`config.mk`:
```
export PLATFORM = sky130hd
export DESIGN_NAME = pkt_reset_ctrl
export DESIGN_NICKNAME = d
export VERILOG_FILES = /design/src/rtl/prc_pkg.sv /design/src/rtl/prc_frame_tracker.sv /design/src/rtl/prc_fsm.sv /design/src/rtl/prc_out_stage.sv /design/src/rtl/pkt_reset_ctrl.sv
export SDC_FILE = /design/constraint.sdc
export NUM_CORES = 1
export LEC_CHECK = 0
export CAP_MARGIN = 20
export CORE_MARGIN = 2
export CORE_UTILIZATION = 40
export CTS_BUF_LIST = sky130_fd_sc_hd__clkbuf_2 sky130_fd_sc_hd__clkbuf_4 sky130_fd_sc_hd__clkbuf_8
export CTS_CLUSTER_SIZE = 20
export DETAILED_ROUTE_END_ITERATION = 6
export GPL_TIMING_DRIVEN = 0
export MAX_ROUTING_LAYER = met4
export PLACE_DENSITY = 0.84
export SLEW_MARGIN = 25
export SYNTH_ARGS = -nofsm -noshare
export SYNTH_HDL_FRONTEND = slang
export SYNTH_SLANG_ARGS = --single-unit
```
`constraint.sdc`:
```
create_clock -name clk -period 3.8 [get_ports clk]
set_input_delay 0.57 -clock clk [delete_from_list [all_inputs] [get_ports clk]]
set_output_delay 0.57 -clock clk [all_outputs]
set_load 0.005 [all_outputs]
```
`src/rtl/prc_pkg.sv`:
```
package prc_pkg;

    typedef enum logic [1:0] {
        ST_RUN   = 2'd0,
        ST_DRAIN = 2'd1,
        ST_HOLD  = 2'd2,
        ST_DONE  = 2'd3
    } prc_state_e;

    typedef struct packed {
        logic sop;
        logic eop;
    } prc_frame_t;

    // A beat opens a packet only when it starts one without also ending it.
    function automatic logic opens_packet(input prc_frame_t f);
        return f.sop && !f.eop;
    endfunction

endpackage

```
`src/rtl/prc_frame_tracker.sv`:
```
module prc_frame_tracker
    import prc_pkg::*;
(
    input  logic       clk,
    input  logic       clr,
    input  logic       accept,
    input  prc_frame_t frame,
    output logic       in_pkt
);

    logic open_q;

    always_ff @(posedge clk) begin
        if (clr) begin
            open_q <= 1'b0;
        end else if (accept) begin
            if (frame.eop) begin
                open_q <= 1'b0;
            end else if (opens_packet(frame)) begin
                open_q <= 1'b1;
            end
        end
    end

    assign in_pkt = open_q;

endmodule

```
`src/rtl/prc_fsm.sv`:
```
module prc_fsm
    import prc_pkg::*;
#(
    parameter int RST_CYCLES = 4
) (
    input  logic clk,
    input  logic bus_rst,
    input  logic logic_rst,
    input  logic in_pkt,
    input  logic stage_full,
    output logic stage_rst,
    output logic start_gate,
    output logic done
);

    localparam int CNT_W = $clog2(RST_CYCLES + 1);
    localparam logic [CNT_W-1:0] LAST = CNT_W'(RST_CYCLES - 1);

    prc_state_e       state_q;
    prc_state_e       state_d;
    logic [CNT_W-1:0] cnt_q;

    always_comb begin
        state_d = state_q;
        unique case (state_q)
            ST_RUN, ST_DONE: begin
                if (bus_rst)        state_d = ST_HOLD;
                else if (logic_rst) state_d = ST_DRAIN;
                else                state_d = ST_RUN;
            end
            ST_DRAIN: begin
                if (bus_rst)                       state_d = ST_HOLD;
                else if (!in_pkt && !stage_full)   state_d = ST_HOLD;
                else                               state_d = ST_DRAIN;
            end
            ST_HOLD: begin
                if (bus_rst || logic_rst) state_d = ST_HOLD;
                else if (cnt_q == LAST)   state_d = ST_DONE;
                else                      state_d = ST_HOLD;
            end
            default: state_d = ST_HOLD;
        endcase
    end

    always_ff @(posedge clk) begin
        state_q <= state_d;
        if (state_q != ST_HOLD || bus_rst || logic_rst) begin
            cnt_q <= '0;
        end else begin
            cnt_q <= cnt_q + 1'b1;
        end
    end

    assign stage_rst  = bus_rst || (state_q == ST_HOLD);
    assign start_gate = !stage_rst && !((state_q == ST_DRAIN) && !in_pkt);
    assign done       = (state_q == ST_DONE);

endmodule

```
`src/rtl/prc_out_stage.sv`:
```
module prc_out_stage
    import prc_pkg::*;
#(
    parameter int DATA_W = 32
) (
    input  logic              clk,
    input  logic              clr,
    input  logic              load,
    input  prc_frame_t        in_frame,
    input  logic [DATA_W-1:0] in_data,
    input  logic              down_ready,
    output logic              can_take,
    output logic              valid,
    output prc_frame_t        frame,
    output logic [DATA_W-1:0] data
);

    logic              valid_q;
    prc_frame_t        frame_q;
    logic [DATA_W-1:0] data_q;

    always_ff @(posedge clk) begin
        if (clr) begin
            valid_q <= 1'b0;
            frame_q <= '0;
        end else if (load) begin
            valid_q <= 1'b1;
            frame_q <= in_frame;
        end else if (down_ready) begin
            valid_q <= 1'b0;
        end
        if (load) begin
            data_q <= in_data;
        end
    end

    assign can_take = !valid_q || down_ready;
    assign valid    = valid_q;
    assign frame    = frame_q;
    assign data     = data_q;

endmodule

```
`src/rtl/pkt_reset_ctrl.sv`:
```
module pkt_reset_ctrl
    import prc_pkg::*;
#(
    parameter int DATA_W     = 32,
    parameter int RST_CYCLES = 4
) (
    input  logic              clk,
    input  logic              bus_rst,
    input  logic              logic_rst,
    input  logic              up_valid,
    input  logic              up_sop,
    input  logic              up_eop,
    input  logic [DATA_W-1:0] up_data,
    output logic              up_ready,
    output logic              out_valid,
    output logic              out_sop,
    output logic              out_eop,
    output logic [DATA_W-1:0] out_data,
    input  logic              down_ready,
    output logic              stage_rst,
    output logic              done
);

    prc_frame_t in_frame;
    prc_frame_t held_frame;
    logic       in_pkt;
    logic       gate;
    logic       can_take;
    logic       accept;
    logic       rst_w;

    assign in_frame = '{sop: up_sop, eop: up_eop};
    assign up_ready = can_take && gate;
    assign accept   = up_valid && up_ready;

    prc_fsm #(
        .RST_CYCLES (RST_CYCLES)
    ) u_fsm (
        .clk        (clk),
        .bus_rst    (bus_rst),
        .logic_rst  (logic_rst),
        .in_pkt     (in_pkt),
        .stage_full (out_valid),
        .stage_rst  (rst_w),
        .start_gate (gate),
        .done       (done)
    );

    prc_frame_tracker u_track (
        .clk    (clk),
        .clr    (rst_w),
        .accept (accept),
        .frame  (in_frame),
        .in_pkt (in_pkt)
    );

    prc_out_stage #(
        .DATA_W (DATA_W)
    ) u_stage (
        .clk        (clk),
        .clr        (rst_w),
        .load       (accept),
        .in_frame   (in_frame),
        .in_data    (up_data),
        .down_ready (down_ready),
        .can_take   (can_take),
        .valid      (out_valid),
        .frame      (held_frame),
        .data       (out_data)
    );

    assign out_sop   = held_frame.sop;
    assign out_eop   = held_frame.eop;
    assign stage_rst = rst_w;

endmodule

```
==> results of run 1 <==
## cells in the mapped netlist, types with 2 or more instances
cell type,n,area share
sky130_fd_sc_hd__nor3_1,2,0.0070
sky130_fd_sc_hd__inv_1,6,0.016
sky130_fd_sc_hd__nor2_1,5,0.013
sky130_fd_sc_hd__ha_1,5,0.044
sky130_fd_sc_hd__a21oi_1,4,0.014
sky130_fd_sc_hd__edfxtp_1,32,0.67
sky130_fd_sc_hd__dfxtp_1,9,0.13
sky130_fd_sc_hd__o31ai_1,2,0.010
## path summary, 6_finish.rpt
check	from	end	slack, ns	depth (start not counted)
max	bus_rst	up_ready	1.04	5
min	u_fsm.cnt_q[0]	u_fsm.cnt_q[0]	0.45	1
max reg2reg	u_fsm.state_q[0]	u_stage.data[8]	1.94	6
min reg2reg	u_fsm.cnt_q[0]	u_fsm.cnt_q[0]	0.45	1
## routing by layer
metal | wire [um] | global-route usage
met3 | 297 | 0.0581
met4 | 25 | 0.0489
met2 | 1370 | 0.257
met5 | 0 | -
met1 | 1230 | 0.188
## state kept, by name, indices dropped and copies added (netlist names)
name,count
u_fsm.state_q,2
u_fsm.cnt_q,3
u_stage.frame,2
u_stage.data,32
u_stage.valid,1
u_track.in_pkt,1
## metrics by stage
| stage | power, mW | instances | utilization | hold slack [ns] |
|---|---|---|---|---|
| 2_1_floorplan | 0.684 | 82 | - | 0.399 |
| 4_1_cts | 1.13 | 213 | 0.697 | 0.453 |
| 5_1_grt | 1.18 | 213 | 0.697 | 0.461 |
| 3_5_place_dp | 0.858 | 205 | 0.674 | 0.435 |
| 6_report | 1.12 | 213 | 0.697 | 0.448 |
| 3_3_place_gp | 0.829 | 204 | 0.663 | 0.409 |
## cell families after synthesis
group,synth area share
AOI/OAI and AO/OA,0.0577
adders and majority gates,0.0437
and+or+nand+nor,0.0770
DFF,0.798
buffers and inverters,0.0236
## power groups by stage
stage	clock, mW	combinational [mW]	sequential (mW)
global route	0.301	0.299	0.577
floorplan	0	0.0997	0.585
detailed placement	0	0.276	0.582
global placement	0	0.247	0.581
CTS	0.281	0.277	0.572
finish	0.272	0.275	0.571
## final cells by class
type	instances	area (um2)
clock buffers	5	37.5
repair buffers	77	788
plain buffers	1	11.3
clock inverters	3	41.3
fillers	216	1030
inverters	6	22.5
well taps	46	57.6
flip-flops and latches	41	1140
multi-input cells	34	263
==> impl_metrics.env, run 1 <==
export IMPL_via_count=970
export IMPL_port_buffer_count=76
export IMPL_synth_top_flop_cell="sky130_fd_sc_hd__edfxtp_1"
export IMPL_clock_root_buffer="sky130_fd_sc_hd__clkbuf_4"
export IMPL_critical_path_cell_by_cell="clkdlybuf4s50_1, or2_1, buf_6, nor3_1, clkdlybuf4s50_1"
export IMPL_post_cts_repair_setup_buffers=0
export IMPL_netlist_area_um2=1430
export IMPL_number_of_placement_rows=21
export IMPL_final_hold_violation_count=0
export IMPL_synth_async_sr_flop_share=0
export IMPL_effective_utilization_at_floorplan=0.422
export IMPL_post_drt_wl_per_cell_um=13.7
export IMPL_vias_in_the_first_global_route=985
export IMPL_timing_max_cap_violations=0
export IMPL_final_setup_tns_ns=0
export IMPL_layout_drive_gt1_share=0.0898
export IMPL_hold_path_class="flip-flop to flip-flop"
export IMPL_place_hpwl_um=2330
export IMPL_critical_path_top_cell_by_count="sky130_fd_sc_hd__clkdlybuf4s50_1"
export IMPL_power_switching_share=0.239
export IMPL_syn_nets=126
export IMPL_power_density_nw_per_um2=473
export IMPL_finalWirelength_um=2920
export IMPL_crit_family="buffers and inverters"
export IMPL_slew_headroom=0.802
export IMPL_power_switching_mw=0.267
export IMPL_ys_warnings_count=0
export IMPL_worstPathMaxFanout=7
export IMPL_least_margin_pin_slew_ns=0.296
export IMPL_routability_driven_placement_congestion_ratio=0.736
export IMPL_end_kind="output pin"
export IMPL_grt_overflow=0
export IMPL_clock_latency_late_sink_ns=0.34
export IMPL_startpoint_type="primary input"
export IMPL_mostFrequentLayoutCells="sky130_fd_sc_hd__clkdlybuf4s50_1 (76), sky130_fd_sc_hd__edfxtp_1 (32), sky130_fd_sc_hd__dfxtp_1 (9)"
export IMPL_width_of_the_chip_um=63.8
export IMPL_irDropWorstVdd_uv=327
export IMPL_area_after_detailed_placement_um2=2280
export IMPL_tritoncts="yes"
export IMPL_setup_slack_ns=1.04
export IMPL_dieArea_um2=4070
export IMPL_outcome="finished, final reports clean"
export IMPL_netlist_cell_type_count=25
export IMPL_static_leak_nw=0.836
export IMPL_route_antenna_remaining_nets=0
export IMPL_slowest_stage="sky130_fd_sc_hd__clkdlybuf4s50_1"
export IMPL_crit_arrival_ns=2.19
export IMPL_syn2layout_area_growth_pct=65.2
export IMPL_synth_ff_latch_count=41
export IMPL_timing_final_max_slew_violations=0
export IMPL_synth_edff_count=32
export IMPL_numCtsBuffers=5
export IMPL_final_net_count=210
export IMPL_setup_viol=0
export IMPL_n_antenna_cell=0
export IMPL_skew_ns=0.00496
export IMPL_final_area_um2=2360
export IMPL_cts_reportedPaths_clkPinSlew_ns=0.12
export IMPL_numClockSinks=41
export IMPL_layout_cells_most_common="sky130_fd_sc_hd__clkdlybuf4s50_1"
export IMPL_share_clk_of_total_power=0.243
export IMPL_fmax_mhz=362
export IMPL_clock_period_minus_final_worst_setup_slack_ns=2.76
export IMPL_htree_num_levels=2
export IMPL_largest_net_degree_at_the_start_of_global_routing=27
export IMPL_detail_route_iter0_violations=54
export IMPL_post_synthesis_instance_total=82
export IMPL_part_of_the_yosys_area_used_for_sequential_elements=0.798
export IMPL_timing_final_crit_share=0.726
export IMPL_design_core_area_um2=3390
export IMPL_antenna_found_initial=0
export IMPL_total_buffers_and_inverters_traversed_by_the_critical_path=3
export IMPL_synth_avg_cell_area_um2=17.4
export IMPL_criticalPathCategory="primary input to output pin"
export IMPL_grtUsageTotal=0.159
export IMPL_critical_path_required_ns=3.23
export IMPL_setup_repair_after_global_routing_missed_its_margin="no"
export IMPL_pre_cts_slack_ns=1.04
export IMPL_detail_route_first_pass_iterations=4
export IMPL_comb_power_share=0.246
export IMPL_cts_buffer_depth=2
export IMPL_cts_hold_buffers=0
export IMPL_cpPeakStageDelay_ns=0.53
export IMPL_pwr_share_seq=0.511
export IMPL_design_portCount=77
export IMPL_routed_vias_inst=4.55
export IMPL_postcts_resize_cnt=0
export IMPL_grt_first_pass_wirelength_um=4760
export IMPL_vert_die_dim_um=63.8
export IMPL_drc_viols=0
export IMPL_intPower_mw=0.850
Power figures use the tool's default switching activity.
==> run 2: changes to the inputs <==
==> constraint.sdc (replaced) <==
create_clock -name clk -period 2.8 [get_ports clk]
set_input_delay 0.42 -clock clk [delete_from_list [all_inputs] [get_ports clk]]
set_output_delay 0.42 -clock clk [all_outputs]
set_load 0.005 [all_outputs]
==> results of run 2 <==
Same layout as run 1 (identical final DEF). Status: finished, final reports clean.
Among the figures that moved: setup slack after placement 1.04 ns -> 0.335 ns; setup slack after layout 1.04 ns -> 0.214 ns; start point of the critical path bus_rst -> u_fsm.state_q[0]; register-to-register setup slack 1.94 ns -> 0.94 ns; total power 1.12 mW -> 1.52 mW; worst IR drop on VDD 327 uV -> 443 uV
==> run 3: changes to the inputs <==
--- a/config.mk
+++ b/config.mk
@@ -7,13 +7,14 @@
 export LEC_CHECK = 0
 export CAP_MARGIN = 20
 export CORE_MARGIN = 2
-export CORE_UTILIZATION = 40
+export CORE_UTILIZATION = 60
 export CTS_BUF_LIST = sky130_fd_sc_hd__clkbuf_2 sky130_fd_sc_hd__clkbuf_4 sky130_fd_sc_hd__clkbuf_8
 export CTS_CLUSTER_SIZE = 20
 export DETAILED_ROUTE_END_ITERATION = 6
+export DONT_BUFFER_PORTS = 1
 export GPL_TIMING_DRIVEN = 0
 export MAX_ROUTING_LAYER = met4
-export PLACE_DENSITY = 0.84
+export PLACE_DENSITY = 0.78
 export SLEW_MARGIN = 25
 export SYNTH_ARGS = -nofsm -noshare
 export SYNTH_HDL_FRONTEND = slang
==> impl_metrics.env, run 3 (synthesized netlist as in run 1, its figures left out) <==
export IMPL_post_drt_wl_per_cell_um=21.2
export IMPL_numCtsBuffers=5
export IMPL_timing_final_max_slew_violations=0
export IMPL_post_layout_total_power_mw=1.34
export IMPL_timing_max_cap_violations=0
export IMPL_grt_first_pass_wirelength_um=3610
export IMPL_total_buffers_and_inverters_traversed_by_the_critical_path=2
export IMPL_detail_route_iter0_violations=25
export IMPL_mostFrequentLayoutCells="sky130_fd_sc_hd__edfxtp_1 (32), sky130_fd_sc_hd__dfxtp_1 (9), sky130_fd_sc_hd__inv_1 (6), sky130_fd_sc_hd__clkbuf_4 (6), sky130_fd_sc_hd__ha_1 (5)"
export IMPL_dieArea_um2=2790
export IMPL_final_setup_tns_ns=0
export IMPL_grt_overflow=0
export IMPL_critical_path_required_ns=2.38
export IMPL_final_util=0.704
export IMPL_effective_utilization_at_floorplan=0.640
export IMPL_slew_headroom=0.835
export IMPL_final_net_count=134
export IMPL_worstPathMaxFanout=7
export IMPL_clock_latency_late_sink_ns=0.33
export IMPL_slowest_stage="sky130_fd_sc_hd__dfxtp_1"
export IMPL_port_buffer_count=0
export IMPL_cpPeakStageDelay_ns=0.39
export IMPL_least_margin_pin_slew_ns=0.245
export IMPL_postcts_resize_cnt=0
export IMPL_vias_in_the_first_global_route=681
export IMPL_place_hpwl_um=1930
export IMPL_width_of_the_chip_um=52.8
export IMPL_finalWirelength_um=2520
export IMPL_fillCellCount=139
export IMPL_setup_repair_after_global_routing_missed_its_margin="no"
export IMPL_layout_cells_most_common="sky130_fd_sc_hd__edfxtp_1"
export IMPL_hold_path_class="primary input to flip-flop"
export IMPL_route_antenna_remaining_nets=0
export IMPL_grtUsageTotal=0.202
export IMPL_cts_buffer_depth=2
export IMPL_clock_root_buffer="sky130_fd_sc_hd__clkbuf_4"
export IMPL_final_hold_violation_count=0
export IMPL_syn2layout_area_growth_pct=9.89
export IMPL_clock_period_minus_final_worst_setup_slack_ns=2.05
export IMPL_critical_path_cell_by_cell="inv_1, ha_1, or2_1, buf_6, nor3_1"
export IMPL_outcome="finished, final reports clean"
export IMPL_antenna_found_initial=0
export IMPL_numClockSinks=41
export IMPL_startpoint_type="flip-flop"
export IMPL_post_cts_repair_setup_buffers=0
export IMPL_routability_driven_placement_congestion_ratio=0.718
export IMPL_cts_reportedPaths_clkPinSlew_ns=0.10
export IMPL_crit_arrival_ns=1.63
export IMPL_placed_cells_incl_taps=111
export IMPL_number_of_placement_rows=17
export IMPL_drc_viols=0
export IMPL_crit_family="simple AND/OR/NAND/NOR gates"
export IMPL_n_antenna_cell=0
export IMPL_power_density_nw_per_um2=851
export IMPL_setup_viol=0
export IMPL_skew_ns=0.00751
export IMPL_end_kind="output pin"
export IMPL_htree_num_levels=2
export IMPL_criticalPathCategory="flip-flop to output pin"
export IMPL_static_leak_nw=0.542
export IMPL_detail_route_first_pass_iterations=4
export IMPL_design_core_area_um2=2230
export IMPL_fmax_mhz=487
export IMPL_irDropWorstVdd_uv=623
export IMPL_design_portCount=77
export IMPL_post_layout_nonfiller_instances=119
export IMPL_timing_final_crit_share=0.733
export IMPL_cts_hold_buffers=0
export IMPL_largest_register_ff_count=32
export IMPL_via_count=714
export IMPL_largest_net_degree_at_the_start_of_global_routing=31
export IMPL_routed_vias_inst=6.00
export IMPL_tritoncts="yes"
export IMPL_vert_die_dim_um=52.8
export IMPL_layout_drive_gt1_share=0.165
run 3: cell count changes in the layout (fill, tap and decap cells not counted):
cell / delta
sky130_fd_sc_hd__clkdlybuf4s50_1: -76
sky130_fd_sc_hd__clkinvlp_4: -1
sky130_fd_sc_hd__buf_16: -1
sky130_fd_sc_hd__buf_12: +1
sky130_fd_sc_hd__clkbuf_4: +1
run 3: power breakdown:
group / total, mW / internal, mW / switching (mW)
Clock: 0.368 / 0.196 / 0.172
Sequential: 0.790 / 0.745 / 0.0451
Combinational: 0.179 / 0.0763 / 0.103
run 3: area by class of cell:
class                   instances  area, um2  share of cell area
clock buffers                   6       45.0              0.0287
plain buffers                   1       11.3             0.00717
flip-flops and latches         41       1140               0.726
repair buffers                  1       20.0              0.0127
multi-input cells              34        263               0.167
inverters                       6       22.5              0.0143
clock inverters                 2       33.8              0.0215
well taps                      28       35.0              0.0223
run 3: final timing paths:
kind	slack, ns	from	cells after the start	to
hold / removal	0.15	bus_rst	1	u_fsm.state_q[0]
setup reg to reg	1.06	u_fsm.state_q[0]	6	u_stage.data[25]
hold reg to reg	0.45	u_fsm.cnt_q[0]	1	u_fsm.cnt_q[0]
setup / recovery	0.75	u_fsm.state_q[0]	5	up_ready
run 3: through the flow:
step,hold WS (ns),setup slack [ns],instance area [um2]
detailed placement,0.428,1.06,1490
finish,0.146,0.748,1570
global route,0.115,0.654,1570
floorplan,0.399,0.0628,1430
CTS,0.128,0.711,1570
global placement,0.407,-0.350,1470
run 3: routing by layer:
layer,share of wire,GRT usage,vias up
met5,0,-,-
met4,0.013,0.0769,0
met3,0.072,0.0857,6
met2,0.51,0.308,43
met1,0.41,0.239,348
li1,-,-,317
